[src/rtl/sio_pkg.sv]
package sio_pkg;
   localparam int unsigned OVS = 16;

   localparam logic [2:0] A_DATA = 3'd0;
   localparam logic [2:0] A_CTRL = 3'd1;
   localparam logic [2:0] A_STAT = 3'd2;
   localparam logic [2:0] A_DIVL = 3'd3;
   localparam logic [2:0] A_DIVH = 3'd4;

   localparam int C_FIFO   = 0;
   localparam int C_PEN    = 1;
   localparam int C_PODD   = 2;
   localparam int C_IE_RX  = 3;
   localparam int C_IE_TX  = 4;
   localparam int C_IE_ERR = 5;

   localparam int S_AVAIL = 0;
   localparam int S_OVR   = 1;
   localparam int S_PAR   = 2;
   localparam int S_FRM   = 3;
   localparam int S_BRK   = 4;
   localparam int S_ROOM  = 5;
   localparam int S_IDLE  = 6;

   typedef enum logic [2:0] {
      LN_IDLE, LN_START, LN_DATA, LN_PAR, LN_STOP, LN_WAIT
   } line_st_t;

   typedef struct packed {
      logic [7:0] data;
      logic       perr;
      logic       ferr;
      logic       brk;
   } rx_res_t;
endpackage

[src/rtl/sio_baud.sv]
module sio_baud #(
   parameter int DIV_W = 16
) (
   input  logic             clk,
   input  logic             rst_n,
   input  logic [DIV_W-1:0] div,
   output logic             tick
);
   logic [DIV_W-1:0] cnt;
   logic [DIV_W-1:0] lim;

   generate if (DIV_W < 2) begin : g_bad_width
      $error("sio_baud: DIV_W must be at least 2");
   end endgenerate

   assign lim  = (div == '0) ? '0 : div - DIV_W'(1);
   assign tick = (cnt >= lim);

   always_ff @(posedge clk or negedge rst_n) begin
      if (!rst_n)    cnt <= '0;
      else if (tick) cnt <= '0;
      else           cnt <= cnt + DIV_W'(1);
   end

   // once the divisor exceeds one, ticks never come on adjacent cycles
   a_r3_tick_spacing: assert property (@(posedge clk) disable iff (!rst_n)
      (tick && lim != '0) |=> (!tick || lim == '0));
endmodule

[src/rtl/sio_fifo.sv]
module sio_fifo #(
   parameter int DEPTH = 64,
   parameter int W     = 8
) (
   input  logic         clk,
   input  logic         rst_n,
   input  logic         flush,
   input  logic         one_slot,
   input  logic         push,
   input  logic [W-1:0] din,
   input  logic         pop,
   output logic [W-1:0] dout,
   output logic         empty,
   output logic         full
);
   localparam int  PW   = (DEPTH > 1) ? $clog2(DEPTH) : 1;
   localparam int  CW   = $clog2(DEPTH + 1);
   localparam bit  POW2 = (DEPTH & (DEPTH - 1)) == 0;

   generate if (DEPTH < 2) begin : g_bad_depth
      $error("sio_fifo: DEPTH must be at least 2");
   end endgenerate

   logic [W-1:0]  mem [DEPTH];
   logic [PW-1:0] wp, rp, wp_nx, rp_nx;
   logic [CW-1:0] cnt;
   logic          do_push, do_pop;

   assign empty   = (cnt == '0);
   assign full    = one_slot ? (cnt != '0) : (cnt == CW'(DEPTH));
   assign do_push = push && !full;
   assign do_pop  = pop && !empty;
   assign dout    = mem[rp];

   generate if (POW2) begin : g_wrap_nat
      assign wp_nx = wp + PW'(1);
      assign rp_nx = rp + PW'(1);
   end else begin : g_wrap_cmp
      assign wp_nx = (wp == PW'(DEPTH - 1)) ? '0 : wp + PW'(1);
      assign rp_nx = (rp == PW'(DEPTH - 1)) ? '0 : rp + PW'(1);
   end endgenerate

   always_ff @(posedge clk or negedge rst_n) begin
      if (!rst_n) begin
         wp  <= '0;
         rp  <= '0;
         cnt <= '0;
      end else if (flush) begin
         wp  <= '0;
         rp  <= '0;
         cnt <= '0;
      end else begin
         if (do_push) wp <= wp_nx;
         if (do_pop)  rp <= rp_nx;
         case ({do_push, do_pop})
            2'b10:   cnt <= cnt + CW'(1);
            2'b01:   cnt <= cnt - CW'(1);
            default: cnt <= cnt;
         endcase
      end
   end

   always_ff @(posedge clk) begin
      if (do_push && !flush) mem[wp] <= din;
   end

   // occupancy never exceeds the capacity of the current mode
   a_r4_count_bound: assert property (@(posedge clk) disable iff (!rst_n)
      cnt <= (one_slot ? CW'(1) : CW'(DEPTH)));
   // single mode never holds two entries
   a_r5_single_slot: assert property (@(posedge clk) disable iff (!rst_n)
      (one_slot && !empty && push && !pop && !flush) |=> (cnt == CW'(1)));
endmodule

[src/rtl/sio_tx.sv]
module sio_tx
   import sio_pkg::*;
(
   input  logic       clk,
   input  logic       rst_n,
   input  logic       tick,
   input  logic       pen,
   input  logic       podd,
   input  logic       avail,
   input  logic [7:0] din,
   output logic       pop,
   output logic       txd,
   output logic       busy
);
   localparam int TCW = $clog2(OVS);

   line_st_t       st;
   logic [TCW-1:0] tc;
   logic [2:0]     bi;
   logic [7:0]     sh;
   logic           par;

   assign pop  = (st == LN_IDLE) && tick && avail;
   assign busy = (st != LN_IDLE);

   always_ff @(posedge clk or negedge rst_n) begin
      if (!rst_n) begin
         st  <= LN_IDLE;
         tc  <= '0;
         bi  <= '0;
         sh  <= '0;
         par <= 1'b0;
      end else if (tick) begin
         if (st == LN_IDLE) begin
            if (avail) begin
               st  <= LN_START;
               sh  <= din;
               par <= (^din) ^ podd;
               tc  <= '0;
            end
         end else if (tc == TCW'(OVS - 1)) begin
            tc <= '0;
            case (st)
               LN_START: begin
                  st <= LN_DATA;
                  bi <= '0;
               end
               LN_DATA: begin
                  sh <= sh >> 1;
                  bi <= bi + 3'd1;
                  if (bi == 3'd7) st <= pen ? LN_PAR : LN_STOP;
               end
               LN_PAR:  st <= LN_STOP;
               default: st <= LN_IDLE;
            endcase
         end else begin
            tc <= tc + TCW'(1);
         end
      end
   end

   always_comb begin
      case (st)
         LN_START: txd = 1'b0;
         LN_DATA:  txd = sh[0];
         LN_PAR:   txd = par;
         default:  txd = 1'b1;
      endcase
   end

   // the line only moves in the cycle after a baud tick
   a_r3_txd_on_tick: assert property (@(posedge clk) disable iff (!rst_n)
      !$stable(txd) |-> $past(tick));
   // taking a byte from the buffer starts a frame with a low start bit
   a_r2_start_after_pop: assert property (@(posedge clk) disable iff (!rst_n)
      pop |=> !txd);
endmodule

[src/rtl/sio_rx.sv]
module sio_rx
   import sio_pkg::*;
(
   input  logic    clk,
   input  logic    rst_n,
   input  logic    tick,
   input  logic    rxd,
   input  logic    pen,
   input  logic    podd,
   output logic    done,
   output rx_res_t res
);
   localparam int TCW = $clog2(OVS);

   logic [1:0]     sync;
   logic           rxs;
   line_st_t       st;
   logic [TCW-1:0] tc;
   logic [2:0]     bi;
   logic [7:0]     sh;
   logic           pbit;

   assign rxs = sync[1];

   always_ff @(posedge clk or negedge rst_n) begin
      if (!rst_n) sync <= 2'b11;
      else        sync <= {sync[0], rxd};
   end

   always_ff @(posedge clk or negedge rst_n) begin
      if (!rst_n) begin
         st   <= LN_IDLE;
         tc   <= '0;
         bi   <= '0;
         sh   <= '0;
         pbit <= 1'b0;
         done <= 1'b0;
         res  <= '0;
      end else begin
         done <= 1'b0;
         if (tick) begin
            case (st)
               LN_IDLE: if (!rxs) begin
                  st <= LN_START;
                  tc <= '0;
               end
               LN_START: if (tc == TCW'(OVS / 2 - 1)) begin
                  tc <= '0;
                  bi <= '0;
                  st <= rxs ? LN_IDLE : LN_DATA;
               end else tc <= tc + TCW'(1);
               LN_DATA: if (tc == TCW'(OVS - 1)) begin
                  tc <= '0;
                  sh <= {rxs, sh[7:1]};
                  bi <= bi + 3'd1;
                  if (bi == 3'd7) st <= pen ? LN_PAR : LN_STOP;
               end else tc <= tc + TCW'(1);
               LN_PAR: if (tc == TCW'(OVS - 1)) begin
                  tc   <= '0;
                  pbit <= rxs;
                  st   <= LN_STOP;
               end else tc <= tc + TCW'(1);
               LN_STOP: if (tc == TCW'(OVS - 1)) begin
                  tc       <= '0;
                  done     <= 1'b1;
                  res.data <= sh;
                  res.ferr <= !rxs;
                  res.perr <= pen && (pbit != ((^sh) ^ podd));
                  res.brk  <= !rxs && (sh == 8'h00) && (!pen || !pbit);
                  st       <= rxs ? LN_IDLE : LN_WAIT;
               end else tc <= tc + TCW'(1);
               default: if (rxs) st <= LN_IDLE;
            endcase
         end
      end
   end

   // a break is always also a framing error
   a_r10_break_is_frame: assert property (@(posedge clk) disable iff (!rst_n)
      (done && res.brk) |-> res.ferr);
   // one result per frame, never two in a row
   a_r7_single_result: assert property (@(posedge clk) disable iff (!rst_n)
      done |=> !done);
endmodule

[src/rtl/sio_uart.sv]
module sio_uart
   import sio_pkg::*;
#(
   parameter int DEPTH = 64,
   parameter int DIV_W = 16
) (
   input  logic       clk,
   input  logic       rst_n,
   input  logic [2:0] addr,
   input  logic       wr_en,
   input  logic       rd_en,
   input  logic [7:0] wdata,
   output logic [7:0] rdata,
   input  logic       rxd,
   output logic       txd,
   output logic       irq
);
   generate if (DIV_W < 9 || DIV_W > 16) begin : g_bad_div
      $error("sio_uart: DIV_W must lie in 9..16");
   end endgenerate

   logic [7:0]       ctrl;
   logic [DIV_W-1:0] divr;
   logic             ovr, perr, ferr, brk;
   logic             tick;
   logic             mode_flip, tx_push, rx_pop, stat_rd;
   logic             tx_empty, tx_full, tx_pop, tx_busy;
   logic [7:0]       tx_head;
   logic             rx_empty, rx_full, rx_done, rx_avail, tx_idle;
   logic [7:0]       rx_head;
   rx_res_t          rx_res;
   logic [7:0]       stat;

   assign mode_flip = wr_en && (addr == A_CTRL) && (wdata[C_FIFO] != ctrl[C_FIFO]);
   assign tx_push   = wr_en && (addr == A_DATA);
   assign rx_pop    = rd_en && (addr == A_DATA);
   assign stat_rd   = rd_en && (addr == A_STAT);
   assign rx_avail  = !rx_empty;
   assign tx_idle   = tx_empty && !tx_busy;

   always_ff @(posedge clk or negedge rst_n) begin
      if (!rst_n) begin
         ctrl <= '0;
         divr <= DIV_W'(1);
      end else if (wr_en) begin
         case (addr)
            A_CTRL:  ctrl <= wdata;
            A_DIVL:  divr[7:0] <= wdata;
            A_DIVH:  divr[DIV_W-1:8] <= wdata[DIV_W-9:0];
            default: ;
         endcase
      end
   end

   always_ff @(posedge clk or negedge rst_n) begin
      if (!rst_n) begin
         ovr  <= 1'b0;
         perr <= 1'b0;
         ferr <= 1'b0;
         brk  <= 1'b0;
      end else begin
         ovr  <= (ovr  && !stat_rd) || (rx_done && rx_full);
         perr <= (perr && !stat_rd) || (rx_done && rx_res.perr);
         ferr <= (ferr && !stat_rd) || (rx_done && rx_res.ferr);
         brk  <= (brk  && !stat_rd) || (rx_done && rx_res.brk);
      end
   end

   sio_baud #(.DIV_W(DIV_W)) u_baud (
      .clk(clk), .rst_n(rst_n), .div(divr), .tick(tick)
   );

   sio_fifo #(.DEPTH(DEPTH), .W(8)) u_txq (
      .clk(clk), .rst_n(rst_n), .flush(mode_flip), .one_slot(!ctrl[C_FIFO]),
      .push(tx_push), .din(wdata), .pop(tx_pop), .dout(tx_head),
      .empty(tx_empty), .full(tx_full)
   );

   sio_tx u_tx (
      .clk(clk), .rst_n(rst_n), .tick(tick), .pen(ctrl[C_PEN]),
      .podd(ctrl[C_PODD]), .avail(!tx_empty), .din(tx_head), .pop(tx_pop),
      .txd(txd), .busy(tx_busy)
   );

   sio_rx u_rx (
      .clk(clk), .rst_n(rst_n), .tick(tick), .rxd(rxd), .pen(ctrl[C_PEN]),
      .podd(ctrl[C_PODD]), .done(rx_done), .res(rx_res)
   );

   sio_fifo #(.DEPTH(DEPTH), .W(8)) u_rxq (
      .clk(clk), .rst_n(rst_n), .flush(mode_flip), .one_slot(!ctrl[C_FIFO]),
      .push(rx_done), .din(rx_res.data), .pop(rx_pop), .dout(rx_head),
      .empty(rx_empty), .full(rx_full)
   );

   always_comb begin
      stat          = '0;
      stat[S_AVAIL] = rx_avail;
      stat[S_OVR]   = ovr;
      stat[S_PAR]   = perr;
      stat[S_FRM]   = ferr;
      stat[S_BRK]   = brk;
      stat[S_ROOM]  = !tx_full;
      stat[S_IDLE]  = tx_idle;
   end

   always_comb begin
      case (addr)
         A_DATA:  rdata = rx_avail ? rx_head : 8'h00;
         A_CTRL:  rdata = ctrl;
         A_STAT:  rdata = stat;
         A_DIVL:  rdata = divr[7:0];
         A_DIVH:  rdata = 8'(divr >> 8);
         default: rdata = 8'h00;
      endcase
   end

   assign irq = (ctrl[C_IE_RX]  && rx_avail)
             || (ctrl[C_IE_TX]  && tx_idle)
             || (ctrl[C_IE_ERR] && (ovr || perr || ferr || brk));

   // a mode change leaves both buffers empty
   a_r6_flush_on_switch: assert property (@(posedge clk) disable iff (!rst_n)
      $past(mode_flip) |-> (rx_empty && tx_empty));
   // a frame landing on a full buffer raises overrun
   a_r11_overrun_flag: assert property (@(posedge clk) disable iff (!rst_n)
      (rx_done && rx_full) |=> ovr);
   // a status read with no new frame leaves overrun clear
   a_r12_clear_on_read: assert property (@(posedge clk) disable iff (!rst_n)
      ($past(stat_rd) && !$past(rx_done)) |-> !ovr);
   // no enables, no interrupt
   a_r13_irq_masked: assert property (@(posedge clk) disable iff (!rst_n)
      (ctrl[C_IE_ERR:C_IE_RX] == 3'b000) |-> !irq);
endmodule

[config.mk]
export PLATFORM = sky130hd
export DESIGN_NAME = sio_uart
export DESIGN_NICKNAME = d
export VERILOG_FILES = /design/src/rtl/sio_pkg.sv /design/src/rtl/sio_baud.sv /design/src/rtl/sio_fifo.sv /design/src/rtl/sio_tx.sv /design/src/rtl/sio_rx.sv /design/src/rtl/sio_uart.sv
export SDC_FILE = /design/constraint.sdc
export NUM_CORES = 1
export LEC_CHECK = 0
export BUFFER_PORTS_ARGS = -buffer_cell sky130_fd_sc_hd__buf_2
export CORE_ASPECT_RATIO = 0.5
export CORE_MARGIN = 2
export CORE_UTILIZATION = 55
export DETAILED_ROUTE_END_ITERATION = 10
export PLACE_DENSITY = 0.71
export RECOVER_POWER = 100
export SYNTH_ARGS = -nofsm -noshare
export SYNTH_HDL_FRONTEND = slang
export SYNTH_SLANG_ARGS = --single-unit
export TNS_END_PERCENT = 1
[constraint.sdc]
create_clock -name clk -period 8.85 [get_ports clk]
set_clock_uncertainty 0.2 [all_clocks]
set_input_delay 0.4425 -clock clk [delete_from_list [all_inputs] [get_ports clk]]
set_output_delay 0.4425 -clock clk [all_outputs]
set_load 0.1 [all_outputs]
==> summary.md, run 1 <==
| Metric | Value |
|---|---|
| Yosys cell types | `69` |
| Status | `complete, but fails checks` |
| Worst Hold Class | `input port to register` |
| Drt initial violations | `~2700` |
| Mapped cell area | `approximately 47000 sq um` |
| Global-route wire length before repair | `154 mm` |
| Worst VDD drop | `~0.00018 V` |
| Final hold vios | `0` |
| H-Tree Depth | `3` |
| Met3 routed WL | `about 7.3 mm` |
| First drt pass iteration count | `5` |
| GR Overflow Total | `0` |
| Most instantiated library cell after synthesis | `edfxtp_1` |
| RSZ-0062 raised after global routing | `no` |
| Failing checks | `capacitance limit, slew limit` |
| Rel. slew slack | `-216%` |
| XOR/XNOR Fraction of Synth Area | `about 1.3%` |
| Total core area | `between 80000 and 90000 sq um` |
| Pins over their slew limit | `approximately 1200` |
| Number of max-cap violations | `19` |
| Tmin final | `just over 7 ns` |
| Largest family of logic cells by synthesized area | `multiplexers` |
| Post-route DRC | `0` |
| Top FF cell, synth | `edfxtp_1` |
| Setup Fix Bufs, Post-CTS | `0` |
| Period utilization | `between 80% and 90%` |
| Area contributors post-synth | `edfxtp_1 (65%), mux4_2 (13%), dfrtp_1 (6.9%), nor2_1 (1.7%), mux2i_1 (1.4%)` |
| Vias per Instance | `between 6 and 7` |
| Fraction of layout cells with a size suffix above 1 | `19.2%` |
| RePlAce Congestion | `approximately 0.86` |
| DR WL/cell | `approximately 28 um` |
| Tot GR Track Use | `between 20% and 30%` |
| Critical path endpoint category | `output pin` |
| Root buffer cell | `clkbuf_16` |
| Hold Startpoint | `wr_en` |
| Die Span Y | `roughly 210 um` |
| Starting Density | `between 50% and 60%` |
| Port Buffer Count | `25` |
| Synth warn | `0` |
| Clock buffer depth | `3` |
| Critical path class | `register to output pin` |
| Clock sinks | `approximately 1200` |
| Pleak | `0.0179 uW` |
| Post-Route WL | `between 100 and 150 mm` |
| Simple-Gate Fraction of Synth Area | `under 10%` |
| Detail Placement HPWL | `around 60 mm` |
| Vias | `between 20000 and 25000` |
| WL met2 | `approximately 50 mm` |
| Post-synthesis sequential area ratio | `between 70% and 80%` |
| # nets final | `between 2000 and 3000` |
| Length of routed wiring on met1 | `42.4 mm` |
| Post-synthesis register bit count | `roughly 1200` |
| Critical path fanouts, max | `46` |
| Pwr Total | `roughly 13000 uW` |
| Top-Level Pins | `26` |
| FF-to-FF Start | `divr[10]` |
| Layout area overhead | `9.15%` |
| Synthesized instance count | `2511` |
| TritonCTS clock tree | `built` |
| CTS Buf Count | `98` |
| Number of enable flip-flop cells after synthesis | `1024` |
| Pin count of the biggest net entering global routing | `86` |
| Synthesized area per cell | `around 19 sq um` |
| DRT antenna net count | `0` |
| Critical path launch point | `u_rxq.rp[0]` |
| Worst EP arrival | `around 6.6 ns` |
| Maximum clock rate | `0.138 GHz` |
| Placed cell area | `around 48000 sq um` |
| TNS Setup | `0 ns` |
| Worst Tran Pin Value | `between 4 and 5 ns` |
| Die extent in x | `approximately 420 um` |
| Synth Area in Compound Gates | `about 3.0%` |
| Crit start category | `register` |
| Multiplexer share of the synthesized area | `16.1%` |
| Final instance area | `51600 sq um` |
| Post-synth top cells | `edfxtp_1 (1024), mux4_2 (276), nor2_1 (211)` |
| Setup violators final | `0` |
| Initial antenna violation count | `1` |
| Reg-to-reg slack, setup | `~1.8 ns` |
| Top sig layer | `met4` |
| Post-synth top area share | `about two thirds` |
| Worst-path clk slew | `approximately 0.070 ns` |
| Post-synth ARST share | `roughly 12%` |
| Pwr dens | `approximately 260 nW/um^2` |
| Post-synth top area cell | `edfxtp_1` |
| Required @ worst endpoint | `~8.2 ns` |
| Via count of the first global-routing pass | `around 23000` |
| Worst-Skew Late Latency | `just under 0.7 ns` |
| Die area | `around 88000 sq um` |
| Post-Synth Adder-Cell Area | `about 1.2%` |
| Core Rows | `between 70 and 80` |
| Net count after synthesis | `2572` |
==> layer usage <==
layer,vias to the layer above,track usage [%]
met1,12408,33.8
met3,180,4.18
met4,0,7.13
met2,887,38.5
met5,-,0
li1,10178,-
==> final timing paths <==
| path | end | depth (start not counted) |
|---|---|---|
| max | rdata[4] | 7 |
| min | u_txq.wp[1] | 4 |
| max reg2reg | u_tx.sh[5] | 15 |
| min reg2reg | u_rx.sync[1] | 0 |
| max in group asynchronous | u_txq.rp[0] | 2 |
| min in group asynchronous | u_rxq.cnt[2] | 2 |
==> flip-flops by register name (all words and copies together) (netlist names), 6 cells and up <==
signal      count
divr           16
u_txq.wp        6
u_rx.res       11
u_tx.sh         8
u_txq.mem     512
u_txq.cnt       7
u_baud.cnt     16
u_rxq.cnt       7
u_rxq.wp        6
u_rx.sh         8
ctrl            8
u_rxq.mem     512
u_txq.rp        6
u_rxq.rp        6
==> worst max-delay path: stages, from the launching register on <==
cell and delay, ns:
dfrtp_1 2.40, buf_4 0.77, mux4_2 0.62, mux4_2 0.53
mux4_2 0.53, nand2_1 0.11, o221ai_1 0.26, clkbuf_1 0.59
==> cell usage in the layout, fill, tap and decap left out, types with 15 or more instances in the layout <==
master and count:
clkbuf_16 100, nand3_1 39, inv_1 28, clkinv_2 19, a21o_1 17, xnor2_1 32, dfrtp_1 120, o221ai_1 31
clkinv_1 16, nor2_1 211, edfxtp_1 1024, clkbuf_1 48, nor3_1 23, nor2b_1 15, xor2_1 36, nand2_1 116
a21oi_1 22, mux2_2 32, a22oi_1 16, mux2i_1 65, ha_1 43, mux4_2 276, o21ai_0 51
==> what timing repair did <==
action,4_1_cts,5_1_grt
endpoints found under the setup margin,0,0
gates resized for setup,0,0
hold buffers,3,0
hold endpoints to repair,91,0
==> cells by family (layout without fill, tap and decap cells) <==
kind of cell,Yosys count,in the layout
flip-flops,1158,1158
AND/OR/NAND/NOR,492,492
multiplexers,388,388
AO/OA/AOI/OAI,200,200
buffers and inverters,159,267
XOR/XNOR,69,69
adder cells (fa/ha/maj),45,45
other,0,1
==> metrics by stage <==
stage	instances	hold slack, ns	worst slack (ns)	utilization, %
after detailed placement	3554	0.147	2.55	57.4
after floorplan	2511	-0.0531	3.21	-
after global routing	3736	0.0846	1.10	61.1
after CTS	3735	0.0509	2.53	61.2
after global placement	3554	0.147	2.65	57.4
final	3736	0.0962	1.63	61.1
==> final cells by class <==
class                   count  area (sq um)
fillers                  5891         32900
repair buffers             59           338
clock buffers             124          2630
inverters                  30           113
flip-flops and latches   1158         34100
clock inverters            54           543
multi-input cells        1194         12400
well taps                1116          1400
diodes                      1          2.50
==> power by group <==
| part | leakage, uW | total, uW | switching (uW) | internal (uW) |
|---|---|---|---|---|
| Combinational | 0.00429 | 2580 | 1410 | 1170 |
| Sequential | 0.0120 | 6330 | 303 | 6020 |
| Clock | 0.00156 | 4330 | 1930 | 2400 |
| Total | 0.0179 | 13200 | 3640 | 9590 |
(Power assumes the default switching activity.)
==> run 2, diff against run 1 <==
- PLACE_DENSITY: 0.71 -> 0.73
- clock period: 8.85 -> 6.3 ns (I/O delays scaled with it)
==> summary.md, run 2 (same netlist as run 1, synthesis figures left out) <==
| Metric | Value |
|---|---|
| H-Tree Depth | `3 (unchanged)` |
| Setup Fix Bufs, Post-CTS | `0 (unchanged)` |
| Worst VDD drop | `0.000200 V (+9.7%)` |
| Number of max-cap violations | `18 (-1)` |
| Global-route wire length before repair | `153 mm (-0.46%)` |
| Maximum clock rate | `between 0.15 and 0.2 GHz` |
| Detail Placement HPWL | `60.7 mm (-0.37%)` |
| # nets final | `2612 (+0.38%)` |
| DRT antenna net count | `0 (unchanged)` |
| Top sig layer | `met4` |
| Tmin final | `a little under 6 ns` |
| Worst-Skew Late Latency | `0.70 ns (about the same)` |
| Hold Startpoint | `addr[0]` |
| Worst-path clk slew | `0.07 ns (about the same)` |
| Placed cell area | `48500 sq um (+0.15%)` |
| Most common cell after layout, fill and taps aside | `edfxtp_1` |
| Total core area | `84500 sq um (unchanged)` |
| Max incr delay on CP | `0.43 ns (-1.97 ns)` |
| GR Overflow Total | `0 (unchanged)` |
| Commonest non-fill, non-tap cells in the layout | `edfxtp_1 (1024), mux4_2 (276), nor2_1 (211)` |
| Vias per Instance | `6.34 (+0.20%)` |
| Post-Route WL | `101 mm (-1.6%)` |
| Biggest regs | `u_rxq.mem (512), u_txq.mem (512)` |
| Port Buffer Count | `25 (unchanged)` |
| Status | `complete, but fails checks` |
| Failing checks | `capacitance limit, slew limit` |
| Pwr dens | `361 nW/um^2 (+41%)` |
| Post-route DRC | `0 (unchanged)` |
| Root buffer cell | `clkbuf_16` |
| DR WL/cell | `27.0 um (-1.9%)` |
| Final instance area | `51800 sq um (+0.39%)` |
| Worst EP arrival | `6.22 ns (-0.36 ns)` |
| Critical path endpoint category | `register` |
| TNS Setup | `0 ns (unchanged)` |
| Setup violators final | `0 (unchanged)` |
| Layout area overhead | `9.57%` |
| Most used cell, CP | `a21o_1` |
| Final hold vios | `0 (unchanged)` |
| Critical-path top delay cell | `dfrtp_1` |
| RePlAce Congestion | `0.882 (+2.5%)` |
| TritonCTS clock tree | `built` |
| Rel. slew slack | `-205% (+11 points)` |
| Critical path class | `register to register` |
| Starting Density | `56.0% (unchanged)` |
| Period utilization | `a little over nine tenths` |
| Top-Level Pins | `26 (unchanged)` |
| Critical path launch point | `divr[3]` |
| Core Rows | `75 (unchanged)` |
| Drt initial violations | `2822 (+3.7%)` |
| Pin count of the biggest net entering global routing | `84 (-2.3%)` |
| Worst Hold Class | `input port to register` |
| Pleak | `0.0180 uW (+0.66%)` |
| Length of routed wiring on met1 | `42.0 mm (-1.1%)` |
| CTS Buf Count | `98 (unchanged)` |
| FF-to-FF Start | `divr[3]` |
| Tot GR Track Use | `23.5% (-0.30 points)` |
| Via count of the first global-routing pass | `23630 (+0.56%)` |
| Fraction of layout cells with a size suffix above 1 | `19.8% (+0.51 points)` |
| Critical path fanouts, max | `5 (-89%)` |
| Required @ worst endpoint | `6.62 ns (-1.59 ns)` |
| Initial antenna violation count | `0 (-1)` |
| Clock buffer depth | `3 (unchanged)` |
| WL met2 | `48.9 mm (-2.4%)` |
| Die Span Y | `211 um (unchanged)` |
| Pins over their slew limit | `1139 (-8.0%)` |
| Antenna diodes | `0 (-1)` |
| First drt pass iteration count | `6 (+1)` |
| Vias | `23777 (+0.52%)` |
| Worst Tran Pin Value | `4.57 ns (-0.160 ns)` |
| Crit start category | `register` |
| Worst-path cell chain | `or3_1 -> or3_1 -> nor3_2 -> nand2b_1 -> nor2_1 -> xor2_1 -> nand2_1 -> ha_1 -> a21o_1 -> a21o_1 -> a21o_1 -> a21o_1 -> a211o_1 -> a221o_1 -> nand3_1 -> clkinv_1 -> fa_1 -> a21o_1 -> a21oi_1 -> o21bai_1 -> a21oi_1 -> and4_1 -> o21ai_0 -> nor3b_1` |
| Die extent in x | `419 um (unchanged)` |
| Clock sinks | `1158 (unchanged)` |
| Die area | `88400 sq um (unchanged)` |
| Layout fillers | `5897 (+0.10%)` |
| Met3 routed WL | `7.53 mm (+3.8%)` |
[run 2: cell count changes in the layout (fill, tap and decap cells not counted), sizes merged]
cell and change:
buf +7, clkinv -3, diode -1, clkinvlp +1, dlygate4sd3 +5, inv +3
[run 2: final timing paths]
| check | endpoint | slack [ns] | depth (start not counted) |
|---|---|---|---|
| setup / recovery | u_txq.cnt[6] | 0.40 | 24 |
| hold / removal | perr | 0.08 | 4 |
| setup reg to reg | u_txq.cnt[6] | 0.40 | 24 |
| min in group asynchronous | u_rxq.cnt[0] | 1.62 | 2 |
| max in group asynchronous | u_txq.rp[1] | 1.02 | 3 |
| hold reg to reg | u_rx.sync[1] | 0.16 | 0 |
[run 2: timing repair]
action / in CTS / in global routing
hold buffers: 8 / 0
endpoints found under the hold margin: 110 / 0
endpoints found under the setup margin: 0 / 1
gates resized for setup: 0 / 1
[run 2: cell type report]
cell class | count | area, sq um | area share (%)
inverters | 30 | 113 | 0.217
clock inverters | 55 | 593 | 1.15
multi-input cells | 1194 | 12400 | 24.0
flip-flops and latches | 1158 | 34100 | 65.9
repair buffers | 69 | 483 | 0.933
well taps | 1116 | 1400 | 2.70
clock buffers | 126 | 2640 | 5.10
[run 2: metal layers]
metal	vias up	global-route usage, %
met1	12450	34.4
met2	1002	37.3
met4	0	6.97
li1	10165	-
met5	-	0
met3	160	3.55
[run 2: stage by stage]
step	utilization (%)	total power (uW)	std cells	setup slack (ns)	hold slack [ns]
finish	61.3	18700	3748	0.400	0.0792
global route	61.3	19400	3748	-0.0208	0.0677
CTS	61.4	18800	3748	0.431	0.0201
detailed placement	57.5	12700	3559	0.457	0.153
global placement	57.5	12700	3559	0.556	0.148
floorplan	-	11600	2511	0.659	-0.181
[run 2: worst max-delay path: cells and delay by family (launching register included)]
kind	cells	cell delay, ns
AO/OA/AOI/OAI	11	2.10
XOR/XNOR	1	0.17
adder cells (fa/ha/maj)	2	0.73
buffers and inverters	1	0.16
flip-flops	1	0.43
AND/OR/NAND/NOR	9	1.95
[run 2: power breakdown]
part           internal (uW)  switching, uW
clock                   3400           2750
sequential              8460            530
combinational           1690           1870
total                  13500           5150
